File: src/rtl/timebase_timer_pkg.sv
package timebase_timer_pkg;
  localparam int REG_W    = 8;
  localparam int SEL_W    = 2;
  localparam int BIT_IE   = 2;
  localparam int BIT_INIT = 3;
  localparam int BIT_FLAG = 4;
  localparam int N_EVT    = 5;

  typedef struct packed {
    logic             flag;
    logic             ie;
    logic [SEL_W-1:0] sel;
  } ctrl_t;
endpackage

File: src/rtl/timebase_prescale.sv
module timebase_prescale #(
  parameter int PRE_W = 1
) (
  input  logic clk,
  input  logic rst,
  input  logic clr,
  output logic tick_o
);
  logic [PRE_W-1:0] ph_q;

  always_ff @(posedge clk) begin
    if (rst || clr) ph_q <= '0;
    else            ph_q <= ph_q + 1'b1;
  end

  // advance enable once every 2^PRE_W clocks
  assign tick_o = &ph_q;
endmodule

File: src/rtl/timebase_clear.sv
module timebase_clear #(
  parameter int N_EVT = 5
) (
  input  logic             sw_clr_i,
  input  logic [N_EVT-1:0] evt_i,
  output logic             clr_o
);
  logic [N_EVT:0] chain;

  assign chain[0] = sw_clr_i;
  for (genvar i = 0; i < N_EVT; i++) begin : g_or
    assign chain[i+1] = chain[i] | evt_i[i];
  end
  assign clr_o = chain[N_EVT];
endmodule

File: src/rtl/timebase_counter.sv
module timebase_counter #(
  parameter int CNT_W    = 18,
  parameter int N_TAP    = 4,
  parameter int TAP_BASE = 11,
  parameter int TAP_STEP = 2
) (
  input  logic             clk,
  input  logic             rst,
  input  logic             clr,
  input  logic             tick,
  output logic [CNT_W-1:0] cnt_o,
  output logic [N_TAP-1:0] carry_o
);
  logic [CNT_W-1:0] cnt_q;

  always_ff @(posedge clk) begin
    if (rst || clr) cnt_q <= '0;
    else if (tick)  cnt_q <= cnt_q + 1'b1;
  end

  // carry out of bit K: all low bits set while the count advances
  for (genvar i = 0; i < N_TAP; i++) begin : g_tap
    localparam int K = TAP_BASE + i * TAP_STEP;
    assign carry_o[i] = tick & ~clr & (&cnt_q[K:0]);
  end

  assign cnt_o = cnt_q;
endmodule

File: src/rtl/timebase_ctrl.sv
module timebase_ctrl
  import timebase_timer_pkg::*;
#(
  parameter int N_TAP = 4
) (
  input  logic             clk,
  input  logic             rst,
  input  logic             we_i,
  input  logic [REG_W-1:0] wdata_i,
  input  logic [N_TAP-1:0] carry_i,
  output logic [REG_W-1:0] rdata_o,
  output logic             irq_o,
  output logic             sw_clr_o
);
  ctrl_t ctrl_q;
  logic  evt;
  logic  unused_wbits;

  assign evt          = carry_i[ctrl_q.sel];
  assign unused_wbits = ^wdata_i[REG_W-1:BIT_FLAG+1];

  always_ff @(posedge clk) begin
    if (rst) begin
      ctrl_q <= '0;
    end else begin
      if (we_i) begin
        ctrl_q.sel <= wdata_i[SEL_W-1:0];
        ctrl_q.ie  <= wdata_i[BIT_IE];
      end
      // a set event outranks a software clear on the same edge
      if (evt)                             ctrl_q.flag <= 1'b1;
      else if (we_i && !wdata_i[BIT_FLAG]) ctrl_q.flag <= 1'b0;
    end
  end

  always_comb begin
    rdata_o              = '0;
    rdata_o[SEL_W-1:0]   = ctrl_q.sel;
    rdata_o[BIT_IE]      = ctrl_q.ie;
    rdata_o[BIT_INIT]    = 1'b1;
    rdata_o[BIT_FLAG]    = ctrl_q.flag;
  end

  assign irq_o    = ctrl_q.flag & ctrl_q.ie;
  assign sw_clr_o = we_i & ~wdata_i[BIT_INIT];
endmodule

File: src/rtl/timebase_timer.sv
module timebase_timer
  import timebase_timer_pkg::*;
#(
  parameter int CNT_W    = 18,
  parameter int TAP_BASE = 11,
  parameter int TAP_STEP = 2,
  parameter int PRE_W    = 1
) (
  input  logic             clk,
  input  logic             rst,
  input  logic             reg_we,
  input  logic [REG_W-1:0] reg_wdata,
  input  logic             stop_main_i,
  input  logic             stop_pll_i,
  input  logic             sw_main_to_pll_i,
  input  logic             sw_sub_to_pll_i,
  input  logic             sw_sub_to_main_i,
  output logic [REG_W-1:0] reg_rdata,
  output logic             irq_o,
  output logic [CNT_W-1:0] tap_o
);
  localparam int N_TAP = 1 << SEL_W;

  logic             sw_clr, clr, tick;
  logic [N_EVT-1:0] evt;
  logic [N_TAP-1:0] carry;

  assign evt = {sw_sub_to_main_i, sw_sub_to_pll_i, sw_main_to_pll_i,
                stop_pll_i, stop_main_i};

  timebase_clear #(.N_EVT(N_EVT)) u_clear (
    .sw_clr_i(sw_clr), .evt_i(evt), .clr_o(clr)
  );

  timebase_prescale #(.PRE_W(PRE_W)) u_pre (
    .clk(clk), .rst(rst), .clr(clr), .tick_o(tick)
  );

  timebase_counter #(
    .CNT_W(CNT_W), .N_TAP(N_TAP), .TAP_BASE(TAP_BASE), .TAP_STEP(TAP_STEP)
  ) u_cnt (
    .clk(clk), .rst(rst), .clr(clr), .tick(tick),
    .cnt_o(tap_o), .carry_o(carry)
  );

  timebase_ctrl #(.N_TAP(N_TAP)) u_ctrl (
    .clk(clk), .rst(rst), .we_i(reg_we), .wdata_i(reg_wdata),
    .carry_i(carry), .rdata_o(reg_rdata), .irq_o(irq_o), .sw_clr_o(sw_clr)
  );
endmodule

File: config.mk
export PLATFORM = sky130hd
export DESIGN_NAME = timebase_timer
export DESIGN_NICKNAME = d
export VERILOG_FILES = /design/src/rtl/timebase_timer_pkg.sv /design/src/rtl/timebase_prescale.sv /design/src/rtl/timebase_clear.sv /design/src/rtl/timebase_counter.sv /design/src/rtl/timebase_ctrl.sv /design/src/rtl/timebase_timer.sv
export SDC_FILE = /design/constraint.sdc
export NUM_CORES = 1
export LEC_CHECK = 0
export BUFFER_PORTS_ARGS = -buffer_cell sky130_fd_sc_hd__clkbuf_2
export CORE_ASPECT_RATIO = 1.25
export CORE_MARGIN = 5
export CORE_UTILIZATION = 30
export DETAILED_ROUTE_END_ITERATION = 7
export MAX_ROUTING_LAYER = met4
export SYNTH_ARGS = -nofsm -noshare
export SYNTH_HDL_FRONTEND = slang
export SYNTH_SLANG_ARGS = --single-unit
File: constraint.sdc
create_clock -name clk -period 2.8 [get_ports clk]
set_input_delay 0.42 -clock clk [delete_from_list [all_inputs] [get_ports clk]]
set_output_delay 0.42 -clock clk [all_outputs]
set_load 0.01 [all_outputs]
; ---- Yosys cells after proc, flatten, opt, wreduce, memory -nomap -nowiden
; Cells that the tools add are included.
[word_totals]
reg_bits = 23
in_bits = 16
out_inout_bits = 27
word_cells = 34
[op_classes]
n_addsub = 2
order_cmp = 1
mux = 4
bitwise_logic = 14
reduce_logical = 8
[ops]
columns = op, n
row1 = "18-bit by 1-bit adder with 18-bit output, second input constant", 1
row2 = 18-bit AND reduction, 1
row3 = 16-bit AND reduction, 1
row4 = 14-bit AND reduction, 1
row5 = 12-bit AND reduction, 1
row6 = 1-bit bitwise AND, 7
row7 = 1-bit OR, 5
row8 = "2-bit by 3-bit less-than comparator with 1-bit output, second input constant", 1
row9 = 1-bit 2-to-1 mux, 3
row10 = 1-bit binary-select mux with 2-bit select, 1
row11 = 1-bit inverter, 2
row12 = 2-bit nonzero test, 1
row13 = "1-bit adder, second input constant", 1
row14 = 1-bit logical AND, 1
row15 = 1-bit logical NOT, 1
row16 = 1-bit logical OR, 1

; ---- Depth between registers and ports, before layout
; Gate-level depths: netlist of the first run.
[depth]
word_depth = 13
depth_mapped = 6
mapped_depth_nobuf = 5

; ---- Modules after synthesis
; Synthesis of the first run repeated with hierarchy kept, for this count alone.
[unflattened]
cells_unflattened = 122
hier_area_um2 = 1124.8
[by_module_without_submodules]
columns = mod, instances, cells_per_inst, area_each_um2, seq_area_each_um2
row1 = timebase_counter, 1, 93, 843.3, 360.3
row2 = timebase_ctrl, 1, 24, 237.7, 80.1
row3 = timebase_prescale, 1, 2, 30.0, 20.0
row4 = timebase_clear, 1, 3, 13.8, 0.0

; ---- Least setup slack after synthesis of the first run
; No wires, ideal clock.
[synth_path]
path_type = input to register
startpoint = in stop_pll_i
endpoint = reg u_cnt.cnt_q[8], in the netlist u_cnt.cnt_o[8]
setup_ps = 64
arrival_time_ps = 1696
t_required_ps = 2736
slack_ps = 1040
stages = 5
n_path_buf = 2
path_cell_list = or4_4 > or4_1 > buf_6 > buf_8 > nor2_1
[synth_between]
elab_chain_cells = 5
[synth_rtl]
columns = item, line_no
row1 = "start, declared", timebase_timer.sv:14  ; input logic stop_pll_i,
row2 = 1-bit OR (4 in series), timebase_clear.sv:12  ; assign chain[i+1] = chain[i] | evt_i[i];
row3 = 1-bit logical OR, timebase_counter.sv:17  ; if (rst || clr) cnt_q <= '0;
row4 = "end signal, assigned", timebase_counter.sv:18  ; else if (tick) cnt_q <= cnt_q + 1'b1;
row5 = "end, declared", timebase_counter.sv:14  ; logic [CNT_W-1:0] cnt_q;
; Every way passes these cells.
; A chain may end at the register's enable or synchronous reset.

; ---- Final worst setup path of the first run
[layout_path]
startpoint = reg u_cnt.cnt_q[0], in the netlist u_cnt.cnt_o[0]
endpoint = reg u_cnt.cnt_q[16], in the netlist u_cnt.cnt_o[16]
[layout_between]
elab_chain_cells = 1
[layout_rtl]
columns = item, line_no
row1 = 18-bit by 1-bit adder with 18-bit output, timebase_counter.sv:18
; Every way passes these cells.

==> metrics.md, run 1 <==
| Metric | Value |
|---|---|
| Ratio of total power to cell area | `436 nW/um^2` |
| Class of the most critical setup path | `reg -> reg` |
| Transition time at the pin with the least slew margin | `between 600 and 700 ps` |
| Maximum level of the CTS H-tree | `1` |
| Compound-cell area share of the yosys netlist | `~8%` |
| Number of antenna cells inserted | `0` |
| Residual antenna-violating net count after detailed routing | `0` |
| Setup tns final | `0 ps` |
| Pre-Repair DR Iteration Count | `4` |
| Final Cycle Share | `64.3%` |
| Initial detailed-routing violation count | `17` |
| Cell variety after synth | `30` |
| Pleak | `around 0.5 nW` |
| Setup Skew | `0.947 ps` |
| Wire length of the first global-routing pass | `about 4300 um` |
| Multiplexer share of the synthesized area | `under 10%` |
| Hold crit path type | `in -> reg` |
| Via count of the first global-routing pass | `929` |
| Number of antenna violations at the first check in global routing | `0` |
| Peak supply drop | `around 330 uV` |
| Die Span Y | `between 70 and 80 um` |
| Share of synthesized cell area in full adder, half adder and majority cells | `under 10%` |
| Simple-Gate Fraction of Synth Area | `28.2%` |
| Max frequency | `between 0.5 and 0.6 GHz` |
| P&R area growth vs syn | `18.8%` |
| DRC Markers | `0` |
| Total power | `0.000564 W` |
| Leading cell types by count after synthesis | `23 x sky130_fd_sc_hd__dfxtp_1, 17 x sky130_fd_sc_hd__nor2_1, 10 x sky130_fd_sc_hd__xor2_1, 7 x sky130_fd_sc_hd__nand3_1` |
| Count of buffers from port buffering | `35` |
| Shortest period the worst path allows | `1800 ps` |
| Sw Pwr | `0.000121 W` |
| Syn Inst Count | `122` |
| Post-DP Area | `roughly 1200 um^2` |
| Synth Cell Area | `1090 um^2` |
| Sequential cell area fraction in the yosys report | `between 40% and 50%` |
| Launching element type of the critical path | `flop` |
| Row count | `24` |
| Last weighted congestion value of the routability-driven placer | `about 0.8` |
| Nets | `172` |
| Area of the placeable core | `3510 um^2` |
| GRT Resource Usage Total | `~11%` |
| Data required time of the critical path | `2990 ps` |
| Number of synthesized flops with an enable pin | `0` |
| Mean area per synthesized cell | `8.93 um^2` |
| DR WL/cell | `around 14 um` |
| Yosys warns | `0` |
| Die Outline Area | `4950 um^2` |
| Number of flip-flops and latches in the synthesized netlist | `23` |
| Max-Cap Viols | `0` |
| Dominant cell by count in the synthesized netlist | `sky130_fd_sc_hd__dfxtp_1` |
| CTS tree | `done` |
| Number of clock sinks | `23` |
| Final Hold Fails | `0` |
| Run status | `finished, final reports clean` |
| Fill cell total of the finished layout | `372` |
| Detailed-route wire length | `2620 um` |
| Area share of the largest cell type after synthesis | `42.3%` |
| Share of power burned in combinational logic | `4.5%` |
| Detail Placement HPWL | `between 2000 and 2500 um` |
| Clock tree root buffer cell | `sky130_fd_sc_hd__clkbuf_8` |
| Total I/O pin count | `43` |
| Max-slew violations | `0` |
| CP arrival | `1990 ps` |
| Worst-path maximum fanout | `6` |
| Effective utilization at floorplan | `31.0%` |
| Number of vias after detailed routing | `984` |
| Main combinational cell family by area after synthesis | `simple AND/OR/NAND/NOR gates` |
| Main area contributors after synthesis | `sky130_fd_sc_hd__dfxtp_1 42%, sky130_fd_sc_hd__xor2_1 8.0%, sky130_fd_sc_hd__nor2_1 5.9%, sky130_fd_sc_hd__mux2i_1 3.7%, sky130_fd_sc_hd__buf_4 3.4%` |
| Clock Latency Late Sink | `260 ps` |
| Clk slew on worst S/H paths | `around 80 ps` |
| Number of vias per cell | `5.10` |
| Number of setup buffers added after CTS | `0` |
| Buffer depth of the longest clock path | `2` |
| CTS-repair resized insts | `0` |
| RSZ-0062 raised after global routing | `no` |
| Clock power frac | `36.7%` |
| Number of buffers added by the clock tree synthesis step | `3` |
| Sequential power share | `58.8%` |
| GRT Residual Overflow | `0` |
| Hold Buf Count CTS | `0` |
| Xor and xnor area share after synthesis | `under 10%` |
| Max_slew headroom | `58.0%` |
| Share of post-route cells with drive strength above 1 | `about a quarter` |
| Setup-violating endpoint count in the final report | `0` |
| Internal power | `0.000444 W` |
| Net Sw Frac | `21.4%` |
| Crit path capture type | `flop` |
| Width of the die | `63.9 um` |
| Async set-reset flop share out of synthesis | `0%` |
| Dominant synthesized flop cell | `sky130_fd_sc_hd__dfxtp_1` |
| Maximum number of pins on one net before global-route repair | `19` |
| Library cell with the largest summed area after synthesis | `sky130_fd_sc_hd__dfxtp_1` |
| Area of all placed cells without fillers | `around 1300 um^2` |
## cell usage in the layout, fill, tap and decap left out, types with 4 or more instances in the layout
master,instances
sky130_fd_sc_hd__o21ai_0,4
sky130_fd_sc_hd__a21oi_1,4
sky130_fd_sc_hd__nand3_1,7
sky130_fd_sc_hd__xor2_1,10
sky130_fd_sc_hd__mux2i_1,4
sky130_fd_sc_hd__dfxtp_1,23
sky130_fd_sc_hd__clkbuf_2,35
sky130_fd_sc_hd__or4_1,4
sky130_fd_sc_hd__nor2_1,17
sky130_fd_sc_hd__conb_1,4
sky130_fd_sc_hd__nand4_1,6
sky130_fd_sc_hd__nand2_1,6
## metrics by stage
stage | cells | hold slack [ps] | setup slack [ps] | util (%)
after global routing | 193 | 392 | 884 | 36.9
after floorplan | 124 | 492 | 1040 | -
final | 193 | 381 | 999 | 36.9
after global placement | 189 | 488 | 748 | 35.6
after CTS | 193 | 382 | 987 | 36.9
after detailed placement | 189 | 498 | 710 | 35.6
## routing by layer
layer	up-vias	global-route usage (%)	routed length, um
met4	0	5.82	52
met2	22	17.5	1380
met5	-	-	0
met3	5	2.02	110
li1	482	-	-
met1	475	12.4	1080
## sequential cells by signal (all words and copies together) (netlist names)
| signal | flops |
|---|---|
| u_cnt.cnt_o | 18 |
| u_pre.tick_o | 1 |
| u_ctrl.rdata_o | 4 |
## power by group through the flow
stage | registers (W) | logic, W | clock network, W
after global routing | 0.000333 | 0.0000279 | 0.000227
after global placement | 0.000339 | 0.0000245 | 0
after CTS | 0.000332 | 0.0000254 | 0.000213
after detailed placement | 0.000340 | 0.0000253 | 0
after floorplan | 0.000340 | 0.0000152 | 0
final | 0.000332 | 0.0000253 | 0.000207
## worst paths after layout
kind | slack [ps] | cells after the start | from | end
setup / recovery | 1000 | 5 | u_cnt.cnt_o[0] | u_cnt.cnt_o[16]
hold / removal | 380 | 2 | rst | u_ctrl.rdata_o[2]
hold reg to reg | 510 | 2 | u_cnt.cnt_o[17] | u_cnt.cnt_o[17]
setup reg to reg | 1000 | 5 | u_cnt.cnt_o[0] | u_cnt.cnt_o[16]
## logic make-up after synthesis
kind of cell,Yosys count
AOI/OAI and AO/OA,14
xor gates and xnor gates,12
adders and majority gates,1
buffers and inverters,9
DFF,23
muxes,4
other,2
and+or+nand+nor,57
## layout make-up
type / instances / area, um^2 / share of cell area [%]
multi-input combinational: 92 / 566 / 43.7
timing repair buffer: 35 / 175 / 13.5
tap: 39 / 48.8 / 3.77
clock buffer: 4 / 45.0 / 3.48
sequential: 23 / 460 / 35.6
## critical path, cell delays in order (launching register included)
cell and delay (ps):
sky130_fd_sc_hd__dfxtp_1 380, sky130_fd_sc_hd__ha_1 190, sky130_fd_sc_hd__and4_1 370, sky130_fd_sc_hd__nand2_1 160
sky130_fd_sc_hd__or4_1 480, sky130_fd_sc_hd__a21oi_1 140
Power figures use the tool's default switching activity.
==> run 2, diff against run 1 <==
==> constraint.sdc (replaced) <==
create_clock -name clk -period 1.5 [get_ports clk]
set_input_delay 0.225 -clock clk [delete_from_list [all_inputs] [get_ports clk]]
set_output_delay 0.225 -clock clk [all_outputs]
set_load 0.01 [all_outputs]
==> run 2 against run 1 <==
Effect of this change:
- clock skew grew 6.1 ps
- sequential share of layout area shrank 3.2 points
- utilization grew 6.9 points
- via count grew 3.8%
- routed wire length grew 0.95%
- critical endpoint unchanged
- critical path type unchanged
==> metrics.md, run 2 (synthesis results as in run 1) <==
| Metric | Value |
|---|---|
| Hold Path Cell Cnt | `2 (unchanged)` |
| Area of combinational cells with multiple inputs | `629 um^2 (was 566 um^2)` |
| Commonest non-fill, non-tap cell in the layout | `sky130_fd_sc_hd__clkbuf_2 (unchanged)` |
| Launching element type of the critical path | `flop (unchanged)` |
| CP arrival | `1660 ps (was 1990 ps)` |
| Worst Path Buf+Inv | `0 (unchanged)` |
| Buffer depth of the longest clock path | `2 (unchanged)` |
| Share of power burned in combinational logic | `4.7% (was 4.5%)` |
| DR WL/cell | `12.5 um (was 13.6 um)` |
| Maximum level of the CTS H-tree | `1 (unchanged)` |
| Sequential power share | `58.8% (about the same)` |
| Via count of the first global-routing pass | `1,053 (was 929)` |
| Detail Placement HPWL | `2130 um (was 2020 um)` |
| Stages on worst setup path | `4 (was 5)` |
| Hold crit path type | `in -> reg (unchanged)` |
| Area of the placeable core | `3510 um^2 (unchanged)` |
| Number of antenna cells inserted | `0 (unchanged)` |
| Number of buffers added by the clock tree synthesis step | `3 (unchanged)` |
| Wire length of the first global-routing pass | `4570 um (was 4250 um)` |
| Die Span Y | `77.4 um (unchanged)` |
| Placed cell count | `207 (was 189)` |
| RSZ-0062 raised after global routing | `no (unchanged)` |
| Pleak | `0.631 nW (was 0.512 nW)` |
| Clock power frac | `36.6% (was 36.7%)` |
| Number of vias after detailed routing | `1,021 (was 984)` |
| Die Outline Area | `4950 um^2 (unchanged)` |
| GRT Resource Usage Total | `11.2% (was 10.8%)` |
| GRT Residual Overflow | `0 (unchanged)` |
| Chain of cells forming the critical path | `nand3_4, or3_4, or4_4, a21oi_2 (was ha_1, and4_1, nand2_1, or4_1, a21oi_1)` |
| Setup Skew | `7.03 ps (was 0.947 ps)` |
| Crit path capture type | `flop (unchanged)` |
| Run status | `finished, final reports clean (unchanged)` |
| Sw Pwr | `0.000215 W (was 0.000121 W)` |
| Row count | `24 (unchanged)` |
| Max stage delay on crit path | `430 ps (was 480 ps)` |
| Category of cells accounting for the largest share of critical-path delay | `simple AND/OR/NAND/NOR gates (unchanged)` |
| Pre-Repair DR Iteration Count | `4 (unchanged)` |
| Clock Latency Late Sink | `260 ps (about the same)` |
| Internal power | `0.000813 W (was 0.000444 W)` |
| Residual antenna-violating net count after detailed routing | `0 (unchanged)` |
| Total power | `0.00103 W (was 0.000564 W)` |
| Share of post-route cells with drive strength above 1 | `49.1% (was 25.3%)` |
| Non-filler cells in the finished layout | `212 (was 193)` |
| Final core area utilization | `43.8% (was 36.9%)` |
| Number of clock sinks | `23 (unchanged)` |
| Fill cell total of the finished layout | `360 (was 372)` |
| Final Hold Fails | `0 (unchanged)` |
| Worst-path maximum fanout | `4 (was 6)` |
| Max-Cap Viols | `0 (unchanged)` |
| Commonest cells after routing, fill and taps aside | `35 x sky130_fd_sc_hd__clkbuf_2, 19 x sky130_fd_sc_hd__buf_4, 17 x sky130_fd_sc_hd__nor2_1 (was 35 x sky130_fd_sc_hd__clkbuf_2, 23 x sky130_fd_sc_hd__dfxtp_1, 17 x sky130_fd_sc_hd__nor2_1)` |
| Reg2Reg Depth | `4 (was 5)` |
| Class of the most critical setup path | `reg -> reg (unchanged)` |
| Effective utilization at floorplan | `31.0% (unchanged)` |
| Net Sw Frac | `20.9% (was 21.4%)` |
| Peak supply drop | `490 uV (was 327 uV)` |
| Ratio of total power to cell area | `668 nW/um^2 (was 436 nW/um^2)` |
| Final Cycle Share | `97.2% (was 64.3%)` |
| Number of antenna violations at the first check in global routing | `0 (unchanged)` |
| Nets | `191 (was 172)` |
| Number of vias per cell | `4.82 (was 5.10)` |
| Setup-violating endpoint count in the final report | `0 (unchanged)` |
| Count of buffers from port buffering | `35 (unchanged)` |
| CTS tree | `done (unchanged)` |
| DRC Markers | `0 (unchanged)` |
| Flip-flop count of the largest register after layout | `18 (unchanged)` |
| Shortest period the worst path allows | `1460 ps (was 1800 ps)` |
| Slowest CP cell | `sky130_fd_sc_hd__or4_4 (was sky130_fd_sc_hd__or4_1)` |
| Max-slew violations | `0 (unchanged)` |
| Width of the die | `63.9 um (unchanged)` |
| Max frequency | `0.686 GHz (was 0.555 GHz)` |
| Detailed-route wire length | `2640 um (was 2620 um)` |
| P&R area growth vs syn | `41.2% (was 18.8%)` |
| Seq. cell area | `498 um^2 (was 460 um^2)` |
| Maximum number of pins on one net before global-route repair | `19 (unchanged)` |
| Clock tree root buffer cell | `sky130_fd_sc_hd__clkbuf_8 (unchanged)` |
| Last weighted congestion value of the routability-driven placer | `0.777 (was 0.808)` |
| Total I/O pin count | `43 (unchanged)` |
| Clk slew on worst S/H paths | `80 ps (about the same)` |
| Data required time of the critical path | `1700 ps (was 2990 ps)` |
| Initial detailed-routing violation count | `42 (was 17)` |
==> run 2: routing by layer <==
metal | GRT usage [%] | wire [um] | part of all wire, % | vias to the layer above
met4 | 2.49 | 23 | 0.87 | 0
met5 | - | 0 | 0 | -
li1 | - | - | - | 527
met2 | 19.6 | 1270 | 48 | 33
met3 | 2.02 | 192 | 7.3 | 4
met1 | 13.2 | 1160 | 44 | 457
==> run 2: worst paths after layout <==
kind	from	endpoint	slack (ps)
max	u_cnt.cnt_o[7]	u_cnt.cnt_o[16]	40
min	rst	u_ctrl.rdata_o[2]	210
max reg2reg	u_cnt.cnt_o[7]	u_cnt.cnt_o[16]	40
min reg2reg	u_cnt.cnt_o[13]	u_cnt.cnt_o[13]	510
==> run 2: power groups by stage <==
stage	registers [W]	logic (W)	clock network (W)
after global routing	0.000606	0.0000544	0.000413
after detailed placement	0.000619	0.0000478	0
after CTS	0.000604	0.0000479	0.000388
after floorplan	0.000620	0.0000287	0
final	0.000604	0.0000478	0.000376
after global placement	0.000619	0.0000469	0
==> run 2: through the flow <==
step	instance area, um^2	setup TNS (ps)	hold slack, ps	setup slack (ps)
2_1_floorplan	1160	-737	297	-70.1
5_1_grt	1540	0	209	2.76
3_5_place_dp	1440	-2190	476	-133
4_1_cts	1480	0	202	4.45
3_3_place_gp	1440	-1740	462	-108
6_report	1540	0	205	41.8
==> run 2: what timing repair did <==
| item | in CTS | in global routing |
|---|---|---|
| setup buffers | 0 | 1 |
| resized for setup | 0 | 13 |
| pin swaps | 1 | 4 |
| hold buffers | 0 | 0 |
| setup endpoints to repair | 1 | 5 |
==> run 2: layout make-up <==
| type | instances | share of cell area (%) |
|---|---|---|
| flip-flops and latches | 23 | 32.4 |
| multi-input cells | 92 | 40.9 |
| clock buffers | 4 | 2.93 |
| repair buffers | 54 | 20.7 |
| well taps | 39 | 3.17 |
==> run 2: worst register-to-register path, cell delays in order, from the launching register on <==
cell and delay (ps):
sky130_fd_sc_hd__dfxtp_4 370, sky130_fd_sc_hd__nand3_4 90, sky130_fd_sc_hd__or3_4 390, sky130_fd_sc_hd__or4_4 430
sky130_fd_sc_hd__a21oi_2 120
==> run 3, diff against run 2 <==
--- a/config.mk
+++ b/config.mk
@@ -9,6 +9,7 @@
 export CORE_ASPECT_RATIO = 1.25
 export CORE_MARGIN = 5
 export CORE_UTILIZATION = 30
+export CTS_BUF_LIST = sky130_fd_sc_hd__clkbuf_4 sky130_fd_sc_hd__clkbuf_8
 export DETAILED_ROUTE_END_ITERATION = 7
 export MAX_ROUTING_LAYER = met4
 export SYNTH_ARGS = -nofsm -noshare
==> run 3 against run 2 <==
Effect of this change:
- final cell count unchanged
- critical path depth unchanged
- via count unchanged
- clock skew about the same
- critical path type unchanged
- highest routed layer unchanged
==> metrics.md, run 3 (synthesis results as in run 1) <==
| Metric | Value |
|---|---|
| Category of cells accounting for the largest share of critical-path delay | `simple AND/OR/NAND/NOR gates (unchanged)` |
| Number of vias per cell | `4.82 (unchanged)` |
| Reg2Reg Depth | `4 (unchanged)` |
| DRC Markers | `0 (unchanged)` |
| Worst-case hold slack | `205 ps (about the same)` |
| Residual antenna-violating net count after detailed routing | `0 (unchanged)` |
| RSZ-0062 raised after global routing | `no (unchanged)` |
| Shortest period the worst path allows | `1460 ps (about the same)` |
| Setup tns final | `0 ps (unchanged)` |
| Number of clock sinks | `23 (unchanged)` |
| Area of all placed cells without fillers | `1540 um^2 (about the same)` |
| End of the worst register-to-register path | `u_cnt.cnt_o[16] (unchanged)` |
| Data required time of the critical path | `1700 ps (about the same)` |
| Nets | `191 (unchanged)` |
| Buffer depth of the longest clock path | `2 (unchanged)` |
| Number of antenna violations at the first check in global routing | `0 (unchanged)` |
| P&R area growth vs syn | `41.6% (was 41.2%)` |
| Setup-violating endpoint count in the final report | `0 (unchanged)` |
| Number of vias after detailed routing | `1,021 (unchanged)` |
| Maximum level of the CTS H-tree | `1 (unchanged)` |
| Slowest CP cell | `sky130_fd_sc_hd__or4_4 (unchanged)` |
| Hold crit path type | `in -> reg (unchanged)` |
| Post-DP Area | `1440 um^2 (unchanged)` |
| Ratio of total power to cell area | `678 nW/um^2 (was 668 nW/um^2)` |
| Total I/O pin count | `43 (unchanged)` |
| Max-Cap Viols | `0 (unchanged)` |
| Run status | `finished, final reports clean (unchanged)` |
| Final core area utilization | `43.9% (was 43.8%)` |
| Launching element type of the critical path | `flop (unchanged)` |
| Clk slew on worst S/H paths | `80 ps (about the same)` |
| Area of the placeable core | `3510 um^2 (unchanged)` |
| Class of the most critical setup path | `reg -> reg (unchanged)` |
| CTS tree | `done (unchanged)` |
| Detail Placement HPWL | `2130 um (unchanged)` |
| Row count | `24 (unchanged)` |
| Worst-path maximum fanout | `4 (unchanged)` |
| Maximum number of pins on one net before global-route repair | `19 (unchanged)` |
| CP arrival | `1660 ps (about the same)` |
| Die Span Y | `77.4 um (unchanged)` |
| Setup slack of the worst register-to-register path | `40 ps (about the same)` |
| Detailed-route wire length | `2640 um (unchanged)` |
| GRT Resource Usage Total | `11.2% (unchanged)` |
| Clock Latency Late Sink | `260 ps (about the same)` |
| Worst Path Buf+Inv | `0 (unchanged)` |
| Count of buffers from port buffering | `35 (unchanged)` |
| Share of post-route cells with drive strength above 1 | `49.7% (was 49.1%)` |
| Crit path capture type | `flop (unchanged)` |
| GRT Residual Overflow | `0 (unchanged)` |
| Pleak | `0.634 nW (was 0.631 nW)` |
| Critical path capture point | `u_cnt.cnt_o[16] (unchanged)` |
| Clock tree root buffer cell | `sky130_fd_sc_hd__clkbuf_8 (unchanged)` |
| Max-slew violations | `0 (unchanged)` |
| Setup Skew | `6.98 ps (was 7.03 ps)` |
| Commonest cells after routing, fill and taps aside | `35 x sky130_fd_sc_hd__clkbuf_2, 19 x sky130_fd_sc_hd__buf_4, 17 x sky130_fd_sc_hd__nor2_1 (unchanged)` |
| Hold Buf Count CTS | `0 (unchanged)` |
| Number of buffers added by the clock tree synthesis step | `3 (unchanged)` |
| Initial detailed-routing violation count | `42 (unchanged)` |
| Pre-Repair DR Iteration Count | `4 (unchanged)` |
| Effective utilization at floorplan | `31.0% (unchanged)` |
| Max stage delay on crit path | `430 ps (about the same)` |
| Worst setup path startpoint | `u_cnt.cnt_o[7] (unchanged)` |
| Max frequency | `0.686 GHz (about the same)` |
| Final Cycle Share | `97.2% (about the same)` |
| Reg2reg start | `u_cnt.cnt_o[7] (unchanged)` |
| Chain of cells forming the critical path | `nand3_4, or3_4, or4_4, a21oi_2 (unchanged)` |
| DR WL/cell | `12.5 um (unchanged)` |
| Number of antenna cells inserted | `0 (unchanged)` |
| Die Outline Area | `4950 um^2 (unchanged)` |
| Stages on worst setup path | `4 (unchanged)` |
| Flip-flop count of the largest register after layout | `18 (unchanged)` |
| Final Hold Fails | `0 (unchanged)` |
| Peak supply drop | `491 uV (was 490 uV)` |
| Total power | `0.00105 W (was 0.00103 W)` |
| Width of the die | `63.9 um (unchanged)` |
| Wire length of the first global-routing pass | `4570 um (unchanged)` |
| Last weighted congestion value of the routability-driven placer | `0.777 (unchanged)` |
| Via count of the first global-routing pass | `1,053 (unchanged)` |
| Commonest non-fill, non-tap cell in the layout | `sky130_fd_sc_hd__clkbuf_2 (unchanged)` |
## run 3: routing by layer
metal	vias to the layer above	global-route usage [%]	share of wire (%)
met4	0	2.49	0.87
met3	4	2.02	7.3
met2	33	19.6	48
li1	527	-	-
met1	457	13.2	44
met5	-	-	0
## run 3: worst min path at each step
stage	startpoint	end	slack, ps	cells past startpoint
after global routing	rst	u_ctrl.rdata_o[0]	210	2
after floorplan	rst	u_ctrl.rdata_o[0]	300	1
after detailed placement	rst	u_ctrl.rdata_o[2]	480	2
after CTS	rst	u_ctrl.rdata_o[2]	200	2
after global placement	u_cnt.cnt_o[13]	u_cnt.cnt_o[13]	460	2
final	rst	u_ctrl.rdata_o[2]	210	2
## run 3: area by class of cell
| type | instances | area [um^2] |
|---|---|---|
| repair buffers | 54 | 318 |
| fillers | 360 | 1970 |
| multi-input cells | 92 | 629 |
| clock buffers | 4 | 48.8 |
| well taps | 39 | 48.8 |
| flip-flops and latches | 23 | 498 |
## run 3: timing repair
| item | CTS | global route |
|---|---|---|
| resized for setup | 0 | 13 |
| endpoints found under the setup margin | 1 | 5 |
| hold endpoints to repair | 0 | 0 |
| pin swaps | 1 | 4 |
| buffers inserted | 0 | 1 |
## run 3: stage by stage
step | instances | worst slack [ps]
after floorplan | 124 | -70.1
after global placement | 207 | -108
after detailed placement | 207 | -133
after CTS | 211 | 5.17
after global routing | 212 | 2.77
final | 212 | 41.7
## run 3: report_power, final
group / total, W / switching, W / internal (W)
sequential: 0.000604 / 0.00000393 / 0.000600
clock: 0.000394 / 0.000187 / 0.000207
combinational: 0.0000478 / 0.0000238 / 0.0000240
total: 0.00105 / 0.000215 / 0.000831
